### config.mk
export PLATFORM = sky130hd
export DESIGN_NAME = nvm_cmd_seq
export DESIGN_NICKNAME = d
export VERILOG_FILES = /design/src/rtl/nvm_seq_pkg.sv /design/src/rtl/nvm_seq_scan.sv /design/src/rtl/nvm_seq_fetch.sv /design/src/rtl/nvm_seq_regs.sv /design/src/rtl/nvm_cmd_seq.sv
export SDC_FILE = /design/constraint.sdc
export NUM_CORES = 1
export LEC_CHECK = 0
export ABC_AREA = 1
export BUFFER_PORTS_ARGS = -buffer_cell sky130_fd_sc_hd__buf_2
export CORE_UTILIZATION = 45
export CTS_BUF_LIST = sky130_fd_sc_hd__clkbuf_16
export DETAILED_ROUTE_END_ITERATION = 10
export MAX_ROUTING_LAYER = met4
export PLACE_DENSITY = 0.65
export REMOVE_ABC_BUFFERS = 1
export SLEW_MARGIN = 20
export SYNTH_ARGS = -nofsm -noshare
export SYNTH_HDL_FRONTEND = slang
export SYNTH_SLANG_ARGS = --single-unit
### constraint.sdc
create_clock -name clk -period 2.3 [get_ports clk]
set_input_delay 0.23 -clock clk [delete_from_list [all_inputs] [get_ports clk]]
set_output_delay 0.23 -clock clk [all_outputs]
set_load 0.02 [all_outputs]
### src/rtl/nvm_seq_pkg.sv
package nvm_seq_pkg;

  typedef enum logic [1:0] {
    SEL_IDX   = 2'd0,
    SEL_PARAM = 2'd1,
    SEL_STAT  = 2'd2,
    SEL_FAULT = 2'd3
  } reg_sel_e;

  localparam logic [7:0] CODE_VFY_ALL = 8'h01;
  localparam logic [7:0] CODE_VFY_BLK = 8'h02;

  localparam int ST_DONE = 7;
  localparam int ST_ACC  = 5;
  localparam int ST_PROT = 4;
  localparam int ST_VANY = 1;
  localparam int ST_VFAT = 0;

  localparam int FL_DBL = 1;
  localparam int FL_SGL = 0;

  // launch legality: index must be zero and the code one of the two verifies
  function automatic logic launch_legal(input logic [2:0] idx, input logic [7:0] code);
    return (idx == 3'd0) && ((code == CODE_VFY_ALL) || (code == CODE_VFY_BLK));
  endfunction

  // number of words a verify walks
  function automatic int scan_words(input logic all, input int nblk, input int words);
    return all ? nblk * words : words;
  endfunction

endpackage

### src/rtl/nvm_seq_scan.sv
module nvm_seq_scan #(
  parameter int BLK_W = 2,
  parameter int OFF_W = 4,
  parameter int DW    = 16
) (
  input  logic             clk,
  input  logic             rst_n,
  input  logic             start,
  input  logic             start_all,
  input  logic [BLK_W-1:0] start_blk,
  input  logic [DW-1:0]    scan_data,
  output logic [BLK_W+OFF_W-1:0] scan_addr,
  output logic             busy,
  output logic             word_bad,
  output logic             mode_all,
  output logic [BLK_W-1:0] sel_blk
);
  localparam int GA_W = BLK_W + OFF_W;

  logic [GA_W-1:0] last_addr;
  logic            at_last;

  assign at_last  = (scan_addr == last_addr);
  assign word_bad = busy && (scan_data != {DW{1'b1}});

  always_ff @(posedge clk or negedge rst_n) begin
    if (!rst_n) begin
      busy      <= 1'b0;
      scan_addr <= '0;
      last_addr <= '0;
      mode_all  <= 1'b0;
      sel_blk   <= '0;
    end else if (start) begin
      busy      <= 1'b1;
      mode_all  <= start_all;
      sel_blk   <= start_blk;
      scan_addr <= start_all ? '0 : {start_blk, {OFF_W{1'b0}}};
      last_addr <= start_all ? {GA_W{1'b1}} : {start_blk, {OFF_W{1'b1}}};
    end else if (busy) begin
      if (at_last) busy <= 1'b0;
      else         scan_addr <= scan_addr + 1'b1;
    end
  end

  a_r2_start_sets_busy: assert property (@(posedge clk) disable iff (!rst_n)
    start |=> busy);
  a_r12_no_start_when_busy: assert property (@(posedge clk) disable iff (!rst_n)
    start |-> !busy);
  a_r3_stop_at_last: assert property (@(posedge clk) disable iff (!rst_n)
    (busy && at_last && !start) |=> !busy);
  a_r3_block_bounded: assert property (@(posedge clk) disable iff (!rst_n)
    (busy && !mode_all) |-> (scan_addr[GA_W-1:OFF_W] == sel_blk));

endmodule

### src/rtl/nvm_seq_fetch.sv
module nvm_seq_fetch #(
  parameter int          BLK_W = 2,
  parameter int          OFF_W = 4,
  parameter int          DW    = 16,
  parameter logic [15:0] INVALID_WORD = 16'hDEAD
) (
  input  logic                   busy,
  input  logic                   mode_all,
  input  logic [BLK_W-1:0]       sel_blk,
  input  logic                   host_rd,
  input  logic [BLK_W+OFF_W-1:0] host_addr,
  input  logic [DW-1:0]          arr_host_data,
  output logic [BLK_W+OFF_W-1:0] arr_host_addr,
  output logic [DW-1:0]          host_rdata,
  output logic                   conflict_rd
);
  localparam int GA_W = BLK_W + OFF_W;

  logic in_region;

  assign in_region     = busy && (mode_all || (host_addr[GA_W-1:OFF_W] == sel_blk));
  assign conflict_rd   = host_rd && in_region;
  assign arr_host_addr = host_addr;
  assign host_rdata    = in_region ? DW'(INVALID_WORD) : arr_host_data;

endmodule

### src/rtl/nvm_seq_regs.sv
module nvm_seq_regs
  import nvm_seq_pkg::*;
#(
  parameter int DW    = 16,
  parameter int IDX_W = 3,
  parameter int BLK_W = 2
) (
  input  logic             clk,
  input  logic             rst_n,
  input  logic             reg_wr,
  input  logic [1:0]       reg_sel,
  input  logic [DW-1:0]    reg_wdata,
  output logic [DW-1:0]    reg_rdata,
  input  logic             busy,
  input  logic             word_bad,
  input  logic             conflict_rd,
  output logic             start,
  output logic             start_all,
  output logic [BLK_W-1:0] start_blk
);
  localparam int NPRM = 1 << IDX_W;

  logic [IDX_W-1:0] idx;
  logic [DW-1:0]    prm [NPRM];
  logic             acc, prot, vany, vfat, f_sgl, f_dbl;
  logic             wr_idx, wr_prm, wr_stat, wr_fault;
  logic             launch_try, launch_gate, legal, acc_set;
  logic [7:0]       code;

  assign prot      = 1'b0;
  assign code      = prm[0][DW-1 -: 8];
  assign start_blk = prm[0][BLK_W-1:0];
  assign start_all = (code == CODE_VFY_ALL);

  assign wr_idx   = reg_wr && (reg_sel == SEL_IDX)   && !busy;
  assign wr_prm   = reg_wr && (reg_sel == SEL_PARAM) && !busy;
  assign wr_stat  = reg_wr && (reg_sel == SEL_STAT);
  assign wr_fault = reg_wr && (reg_sel == SEL_FAULT);

  assign launch_try  = wr_stat && !reg_wdata[ST_DONE] && !busy;
  assign launch_gate = launch_try && !acc && !prot;
  assign legal       = launch_legal(3'(idx), code);
  assign start       = launch_gate && legal;
  assign acc_set     = launch_gate && !legal;

  always_ff @(posedge clk or negedge rst_n) begin
    if (!rst_n) idx <= '0;
    else if (wr_idx) idx <= reg_wdata[IDX_W-1:0];
  end

  generate
    for (genvar g = 0; g < NPRM; g++) begin : g_prm
      always_ff @(posedge clk or negedge rst_n) begin
        if (!rst_n) prm[g] <= '0;
        else if (wr_prm && (idx == IDX_W'(g))) prm[g] <= reg_wdata;
      end
    end
  endgenerate

  always_ff @(posedge clk or negedge rst_n) begin
    if (!rst_n) begin
      acc  <= 1'b0;
      vany <= 1'b0;
      vfat <= 1'b0;
    end else begin
      if (acc_set) acc <= 1'b1;
      else if (wr_stat && reg_wdata[ST_ACC]) acc <= 1'b0;
      if (start) begin
        vany <= 1'b0;
        vfat <= 1'b0;
      end else if (word_bad) begin
        vany <= 1'b1;
        vfat <= 1'b1;
      end
    end
  end

  always_ff @(posedge clk or negedge rst_n) begin
    if (!rst_n) begin
      f_sgl <= 1'b0;
      f_dbl <= 1'b0;
    end else if (conflict_rd && !f_sgl && !f_dbl) begin
      f_sgl <= 1'b1;
      f_dbl <= 1'b1;
    end else if (wr_fault) begin
      if (reg_wdata[FL_SGL]) f_sgl <= 1'b0;
      if (reg_wdata[FL_DBL]) f_dbl <= 1'b0;
    end
  end

  always_comb begin
    reg_rdata = '0;
    unique case (reg_sel)
      SEL_IDX:   reg_rdata[IDX_W-1:0] = idx;
      SEL_PARAM: reg_rdata = prm[idx];
      SEL_STAT: begin
        reg_rdata[ST_DONE] = !busy;
        reg_rdata[ST_ACC]  = acc;
        reg_rdata[ST_PROT] = prot;
        reg_rdata[ST_VANY] = vany;
        reg_rdata[ST_VFAT] = vfat;
      end
      SEL_FAULT: begin
        reg_rdata[FL_SGL] = f_sgl;
        reg_rdata[FL_DBL] = f_dbl;
      end
      default: reg_rdata = '0;
    endcase
  end

  a_r5_bad_index_sets_acc: assert property (@(posedge clk) disable iff (!rst_n)
    (launch_try && !acc && idx != '0) |=> (acc && !busy));
  a_r7_stale_error_blocks: assert property (@(posedge clk) disable iff (!rst_n)
    (launch_try && acc) |=> !busy);
  a_r4_bad_word_flags: assert property (@(posedge clk) disable iff (!rst_n)
    word_bad |=> (vany && vfat));
  a_r4_fatal_implies_any: assert property (@(posedge clk) disable iff (!rst_n)
    vfat |-> vany);
  a_r10_fault_pair_set: assert property (@(posedge clk) disable iff (!rst_n)
    (conflict_rd && !f_sgl && !f_dbl) |=> (f_sgl && f_dbl));
  a_r10_fault_held: assert property (@(posedge clk) disable iff (!rst_n)
    (conflict_rd && (f_sgl || f_dbl) && !wr_fault) |=> ($stable(f_sgl) && $stable(f_dbl)));

endmodule

### src/rtl/nvm_cmd_seq.sv
module nvm_cmd_seq #(
  parameter int          BLK_W = 2,
  parameter int          OFF_W = 4,
  parameter int          DW    = 16,
  parameter int          IDX_W = 3,
  parameter logic [15:0] INVALID_WORD = 16'hDEAD
) (
  input  logic                   clk,
  input  logic                   rst_n,
  input  logic                   reg_wr,
  input  logic [1:0]             reg_sel,
  input  logic [DW-1:0]          reg_wdata,
  output logic [DW-1:0]          reg_rdata,
  input  logic                   host_rd,
  input  logic [BLK_W+OFF_W-1:0] host_addr,
  output logic [DW-1:0]          host_rdata,
  output logic [BLK_W+OFF_W-1:0] arr_host_addr,
  input  logic [DW-1:0]          arr_host_data,
  output logic [BLK_W+OFF_W-1:0] arr_scan_addr,
  input  logic [DW-1:0]          arr_scan_data
);
  logic             start, start_all, busy, word_bad, mode_all, conflict_rd;
  logic [BLK_W-1:0] start_blk, sel_blk;

  nvm_seq_regs #(.DW(DW), .IDX_W(IDX_W), .BLK_W(BLK_W)) u_regs (
    .clk(clk), .rst_n(rst_n), .reg_wr(reg_wr), .reg_sel(reg_sel),
    .reg_wdata(reg_wdata), .reg_rdata(reg_rdata), .busy(busy),
    .word_bad(word_bad), .conflict_rd(conflict_rd), .start(start),
    .start_all(start_all), .start_blk(start_blk)
  );

  nvm_seq_scan #(.BLK_W(BLK_W), .OFF_W(OFF_W), .DW(DW)) u_scan (
    .clk(clk), .rst_n(rst_n), .start(start), .start_all(start_all),
    .start_blk(start_blk), .scan_data(arr_scan_data), .scan_addr(arr_scan_addr),
    .busy(busy), .word_bad(word_bad), .mode_all(mode_all), .sel_blk(sel_blk)
  );

  nvm_seq_fetch #(.BLK_W(BLK_W), .OFF_W(OFF_W), .DW(DW), .INVALID_WORD(INVALID_WORD)) u_fetch (
    .busy(busy), .mode_all(mode_all), .sel_blk(sel_blk), .host_rd(host_rd),
    .host_addr(host_addr), .arr_host_data(arr_host_data),
    .arr_host_addr(arr_host_addr), .host_rdata(host_rdata), .conflict_rd(conflict_rd)
  );

endmodule

## Word level (Yosys, flattened, before mapping)

Index checks and enable logic that the tools add are counted.

- Register bits after elaboration: 151
- Bits in latches: 0
- Memory bits (writable): 0
- ROM bits: 0
- Input bits: 60
- Logic and storage cells: 111
- Memories kept: 0

- $add $sub $neg: 1
- Multiply operators: 0
- Div/mod/pow operators: 0
- Order comparisons: 1
- Equal/unequal tests: 16
- Shift-type cells: 0
- Mux-type cells: 29
- Bitwise operators: 1
- Reductions and logical operators: 45

Operators with widths:

| operator | count |
|---|---|
| $bmux W16 S3 | 1 |
| $mux W16 | 3 |
| $mux W6 | 5 |
| $logic_and A1 B1 Y1 | 26 |
| $ne A16 B16 Y1 const B | 1 |
| $mux W1 | 15 |
| $eq A3 B3 Y1 const B | 4 |
| $reduce_bool A2 Y1 | 6 |
| $eq A8 B1 Y1 const B | 1 |
| $eq A8 B2 Y1 const B | 1 |
| $mux W8 | 1 |
| $pmux W2 S4 | 1 |
| $add A6 B1 Y6 const B | 1 |
| $eq A3 B2 Y1 const B | 2 |
| $eq A6 B6 Y1 | 1 |
| $logic_not A1 Y1 | 6 |
| $reduce_and A2 Y1 | 3 |
| $eq A2 B2 Y1 const B | 2 |
| $ge A4 B4 Y1 const B | 1 |
| $not A3 Y4 | 1 |
| $pmux W1 S2 | 2 |
| $pmux W2 S2 | 1 |
| $eq A3 B1 Y1 const B | 1 |
| $logic_not A3 Y1 | 1 |
| other kinds (5) | 6 |

## Depth between registers and ports, before layout

- Depth in word-level cells: 8
- Depth in mapped cells: 10
- Depth with buffers taken out: 10

## Hierarchy

From an unflattened synthesis, not the netlist that was laid out.

- Cell total of the unflattened synthesis: 904
- Area total of the unflattened synthesis: 7448.4 um^2

By module, submodules not included:

| module | times used | cells each | area an instance (um^2) | sequential area each (um^2) |
|---|---|---|---|---|
| nvm_seq_regs | 1 | 746 | 6382.4 | 3378.2 |
| nvm_seq_scan | 1 | 103 | 772.0 | 325.3 |
| nvm_seq_fetch | 1 | 55 | 294.0 | 0.0 |

## Worst setup path after synthesis

No wires, ideal clock.

- Kind: flip-flop to output port
- From: register u_regs.idx[0]
- To: output reg_rdata[0]
- Arrival: 1.501 ns
- Required time: 2.070 ns
- Slack: 0.569 ns
- Stages on the path, launching flop included: 8
- Buffers on the path: 2
- Path through: dfrtp_1 -> buf_4 -> nor2_4 -> clkbuf_1 -> a21oi_1 -> nand4_1 -> nand3_1 -> a21oi_1

- Longest elaborated chain between the ends: 5

Ends and longest elaborated chain:

| element | line | text |
|---|---|---|
| start, declared | nvm_seq_regs.sv:23 | `logic [IDX_W-1:0] idx;` |
| start signal, assigned | nvm_seq_regs.sv:48 | `else if (wr_idx) idx <= reg_wdata[IDX_W-1:0];` |
| $not A3 Y4 (implied by the code) | nvm_seq_regs.sv:95 | `SEL_PARAM: reg_rdata = prm[idx];` |
| $bmux W16 S3 | nvm_seq_regs.sv:95 |  |
| $mux W16 (implied by the code) (2 in a row) | nvm_seq_regs.sv:95 |  |
| $pmux W2 S4 * | nvm_seq_regs.sv:93 | `unique case (reg_sel)` |
| end, declared | nvm_cmd_seq.sv:13 | `output logic [DW-1:0] reg_rdata,` |

Every way passes the cells marked *; elsewhere a longest branch is shown, timed or not. The select of a mux whose other input is x is not followed.

## Worst setup path in the final report

- From: register u_regs.idx[0]
- To: output reg_rdata[15]

- Longest elaborated chain between the ends: 5

Ends and longest elaborated chain:

| element | line |
|---|---|
| $not A3 Y4 (implied by the code) | nvm_seq_regs.sv:95 |
| $bmux W16 S3 | nvm_seq_regs.sv:95 |
| $mux W16 (implied by the code) (2 in a row) | nvm_seq_regs.sv:95 |
| $mux W8 | nvm_seq_regs.sv:93 |

No other way between the ends. The select of a mux whose other input is x is not followed.

==> flow_summary.toml <==
[synth]
syn_inst = 841
muxShareOfSynthArea_pct = 0
ys_seq_elements = 148
yosysTopAreaCellShare_pct = 53.5
synth_cell_types = 27
synth-simple-area-share_pct = 23.7
synth_top_family_by_area = "simple AND/OR/NAND/NOR gates"
synth_area_mm2 = 0.00692
synthAdderAreaFrac_pct = 0.904
synth_top_area_cell = "dfrtp_1"
syn_avg_cell_area_um2 = 8.22
synthTopCellsByArea = "dfrtp_1 54%, nand2_1 14%, o21ai_0 10%, nand3_1 3.9%, inv_1 2.6%"
seq_area_frac_synth_pct = 53.5
yosysWarnings = 0
synth_compound_area_share_pct = 14.5
synth-xor-area-share_pct = 0.886

[sta]
tightest_slew_ps = 499
rsz0062_at_grt = "yes"
setup_viol = 0
holdWs_ps = 77.3
period_share_pct = 97.3
report.final.slew_viol_count = 0
slew_headroom_pct = 66.7
fmax_mhz = 447
min_period_ps = 2240
hold_violations = 0
fin_skew_ps = 9.19
finalSetupTns_ps = 0

[final_layout]
stdcell_count = 1142
antenna_cells = 0
fillers = 1378
drive_gt1_share_pct = 19.6
postLayoutCoreUtil_pct = 57.1
fin_nets = 1010
syn_to_final_growth_pct = 21.9

[pwr]
p_int_mw = 5.66
p_sw_mw = 2.33
power_switching_share_pct = 29.1
combPwrFrac_pct = 19.4
power_frac_seq_pct = 43.8
leakage_nw = 4.14
p_clk_share_pct = 36.8
pwr_density_cell_mw_per_mm2 = 948
ir_worst_vdd_v = 0.000625

[hold_path]
holdCritPathClass = "input port to register"
min_from = "host_rd"
hold_depth = 3
whs_endpoint = "u_regs.f_sgl$_DFFE_PN0P_"

[clock_tree]
path_clk_slew_ps = 60
clk_latency_ps = 420
cts_tree = "built"
clockBufferDepth = 2
cts_inserted_buffers = 17
clkSinkCount = 148
clock_tree.root_cell = "clkbuf_16"
cts-htree-levels = 4

[critical_path]
slowest_delay_ps = 480
r2r_cells = 6
critPathCaptureType = "output pin"
worstPathArrival_ps = 2010
path_max_fanout = 13
crit_type = "register to output pin"
startpoint_type = "register"
crit_slowest_cell = "dfrtp_2"
reg2reg_to = "u_scan.mode_all$_DFFE_PN0P_"
regToRegSetupSlack_ps = 450
cp_cell_sequence = "nand2_4 -> clkinvlp_4 -> clkbuf_16 -> nand2_1 -> nand3_1 -> a211oi_1 -> nor2_1 -> buf_2"
crit_required_ps = 2070
r2r_start = "u_regs.idx[0]$_DFFE_PN0P_"

[floorplan]
die_width_um = 126
initial_core_util_pct = 46.9
die_h_um = 126
dieArea_mm2 = 0.0159
coreArea_mm2 = 0.0148
num_rows = 44
ioPinCount = 104

[grt]
grt_usage_pct = 24.9
grt_pass1_wl_mm = 29.7
antenna_found_initial = 0
grt_pass1_vias = 5778
overflow = 0
grt_max_degree = 57

[place]
numPortBuffers = 95
gp_congestion = 0.833
post-place-cells = 1102
hpwl_mm = 12.1

[outcome]
status = "complete, no violations"

[drt]
antenna_left = 0
num_vias = 6093
routed_via_density = 5.34
wl_per_cell_um = 16.2
remaining_drc_errors = 0
drt_iter0_drc = 618
drt_pass1_iterations = 5
drt-total-wl_mm = 18.5

[run]
drv_cap = 0
==> placed cells by master, fill, tap and decap left out, drive strengths merged, types with 4 or more instances in the layout <==
| cell type | netlist | routed |
|---|---|---|
| a21oi | 23 | 23 |
| nand4 | 15 | 15 |
| or2 | 12 | 12 |
| o21ai | 146 | 146 |
| xor2 | 4 | 4 |
| dfrtp | 148 | 148 |
| nand3 | 55 | 55 |
| a22oi | 11 | 11 |
| buf | 25 | 133 |
| clkbuf | 25 | 18 |
| ha | 5 | 5 |
| bufinv | 0 | 5 |
| nor2 | 49 | 49 |
| nand2 | 259 | 259 |
| inv | 49 | 49 |
| clkinv | 1 | 9 |
| a211oi | 10 | 10 |
==> Yosys cell counts, drive strengths merged <==
cell type	n
a22oi	11
nor2	49
buf	25
or2	12
inv	49
a211oi	10
nand4	15
nand3	55
xor2	4
nand2	259
clkbuf	25
dfrtp	148
clkinv	1
ha	5
xnor2	3
nand3b	1
a21oi	23
o21ai	146
==> power by group through the flow <==
stage	sequential [mW]	clock [mW]	combinational (mW)
2_1_floorplan	3.45	0	0.947
3_3_place_gp	3.52	0	1.44
3_5_place_dp	3.51	0	1.49
4_1_cts	3.48	2.96	1.51
5_1_grt	3.56	3.07	1.76
6_report	3.50	2.94	1.55
==> layer usage <==
| metal | vias to the layer above | share of wire (%) | wire [µm] | GRT usage, % |
|---|---|---|---|---|
| met2 | 183 | 48 | 8870 | 39.9 |
| met3 | 18 | 5.2 | 963 | 4.89 |
| met4 | 0 | 1.0 | 187 | 6.87 |
| met5 | - | 0 | 0 | - |
| met1 | 2932 | 46 | 8460 | 32.2 |
| li1 | 2960 | - | - | - |
==> flip-flops by register name, summed over array words and instances (netlist names) <==
| name | count |
|---|---|
| u_regs.acc | 1 |
| u_regs.prm | 118 |
| u_scan.mode_all | 1 |
| u_regs.f_sgl | 1 |
| u_regs.f_dbl | 1 |
| u_regs.start_blk | 2 |
| u_regs.code | 8 |
| u_regs.vany | 1 |
| u_scan.last_addr | 3 |
| u_scan.sel_blk | 2 |
| u_regs.idx | 3 |
| u_scan.scan_addr | 6 |
| u_scan.busy | 1 |
==> critical path, delay by kind of cell, from the launching register on <==
family                 cells  cell delay, ps
buffers and inverters      3             540
flip-flops                 1             480
AND/OR/NAND/NOR            4             340
AO/OA/AOI/OAI              1             220
==> layout make-up <==
| type | instances | area, µm² | share of cell area (%) |
|---|---|---|---|
| Multi-Input combinational cell | 593 | 2810 | 33.3 |
| Sequential cell | 148 | 3710 | 44.0 |
| Tap cell | 184 | 230 | 2.73 |
| Timing Repair Buffer | 135 | 872 | 10.3 |
| Inverter | 50 | 191 | 2.27 |
| Clock buffer | 17 | 425 | 5.05 |
| Clock inverter | 15 | 194 | 2.30 |
==> cell families after synthesis <==
family / after synthesis
adders and majority gates: 5
AOI/OAI and AO/OA: 190
and+or+nand+nor: 391
xor gates and xnor gates: 7
buffers and inverters: 100
DFF: 148
==> how the worst max path moves through the flow <==
| stage | start | endpoint | slack, ps | depth (start not counted) |
|---|---|---|---|---|
| floorplan | u_regs.idx[0]$_DFFE_PN0P_ | u_regs.prm[100]$_DFFE_PN0P_ | -340 | 4 |
| global placement | u_regs.idx[0]$_DFFE_PN0P_ | reg_rdata[1] | 480 | 8 |
| detailed placement | u_regs.idx[1]$_DFFE_PN0P_ | reg_rdata[7] | 390 | 8 |
| CTS | u_regs.idx[0]$_DFFE_PN0P_ | reg_rdata[13] | 60 | 8 |
| global route | u_regs.idx[0]$_DFFE_PN0P_ | reg_rdata[15] | -20 | 8 |
| finish | u_regs.idx[0]$_DFFE_PN0P_ | reg_rdata[15] | 60 | 8 |
==> per-stage QoR <==
step                power, mW  instance area, µm²  worst slack [ps]
floorplan                4.40                6660              -344
global placement         4.96                7660               476
detailed placement       5.00                7660               387
CTS                      7.96                8330              56.0
global route             8.40                8430             -22.9
finish                   7.99                8430              61.0
==> what timing repair did <==
item | in CTS | in global routing
hold buffers | 1 | 0
resized for setup | 2 | 12
endpoints found under the hold margin | 46 | 0
pin swaps | 1 | 3
cloned | 0 | 1
buffers inserted | 3 | 3
endpoints found under the setup margin | 2 | 15
Note: power is estimated with default switching activity, not from simulation.
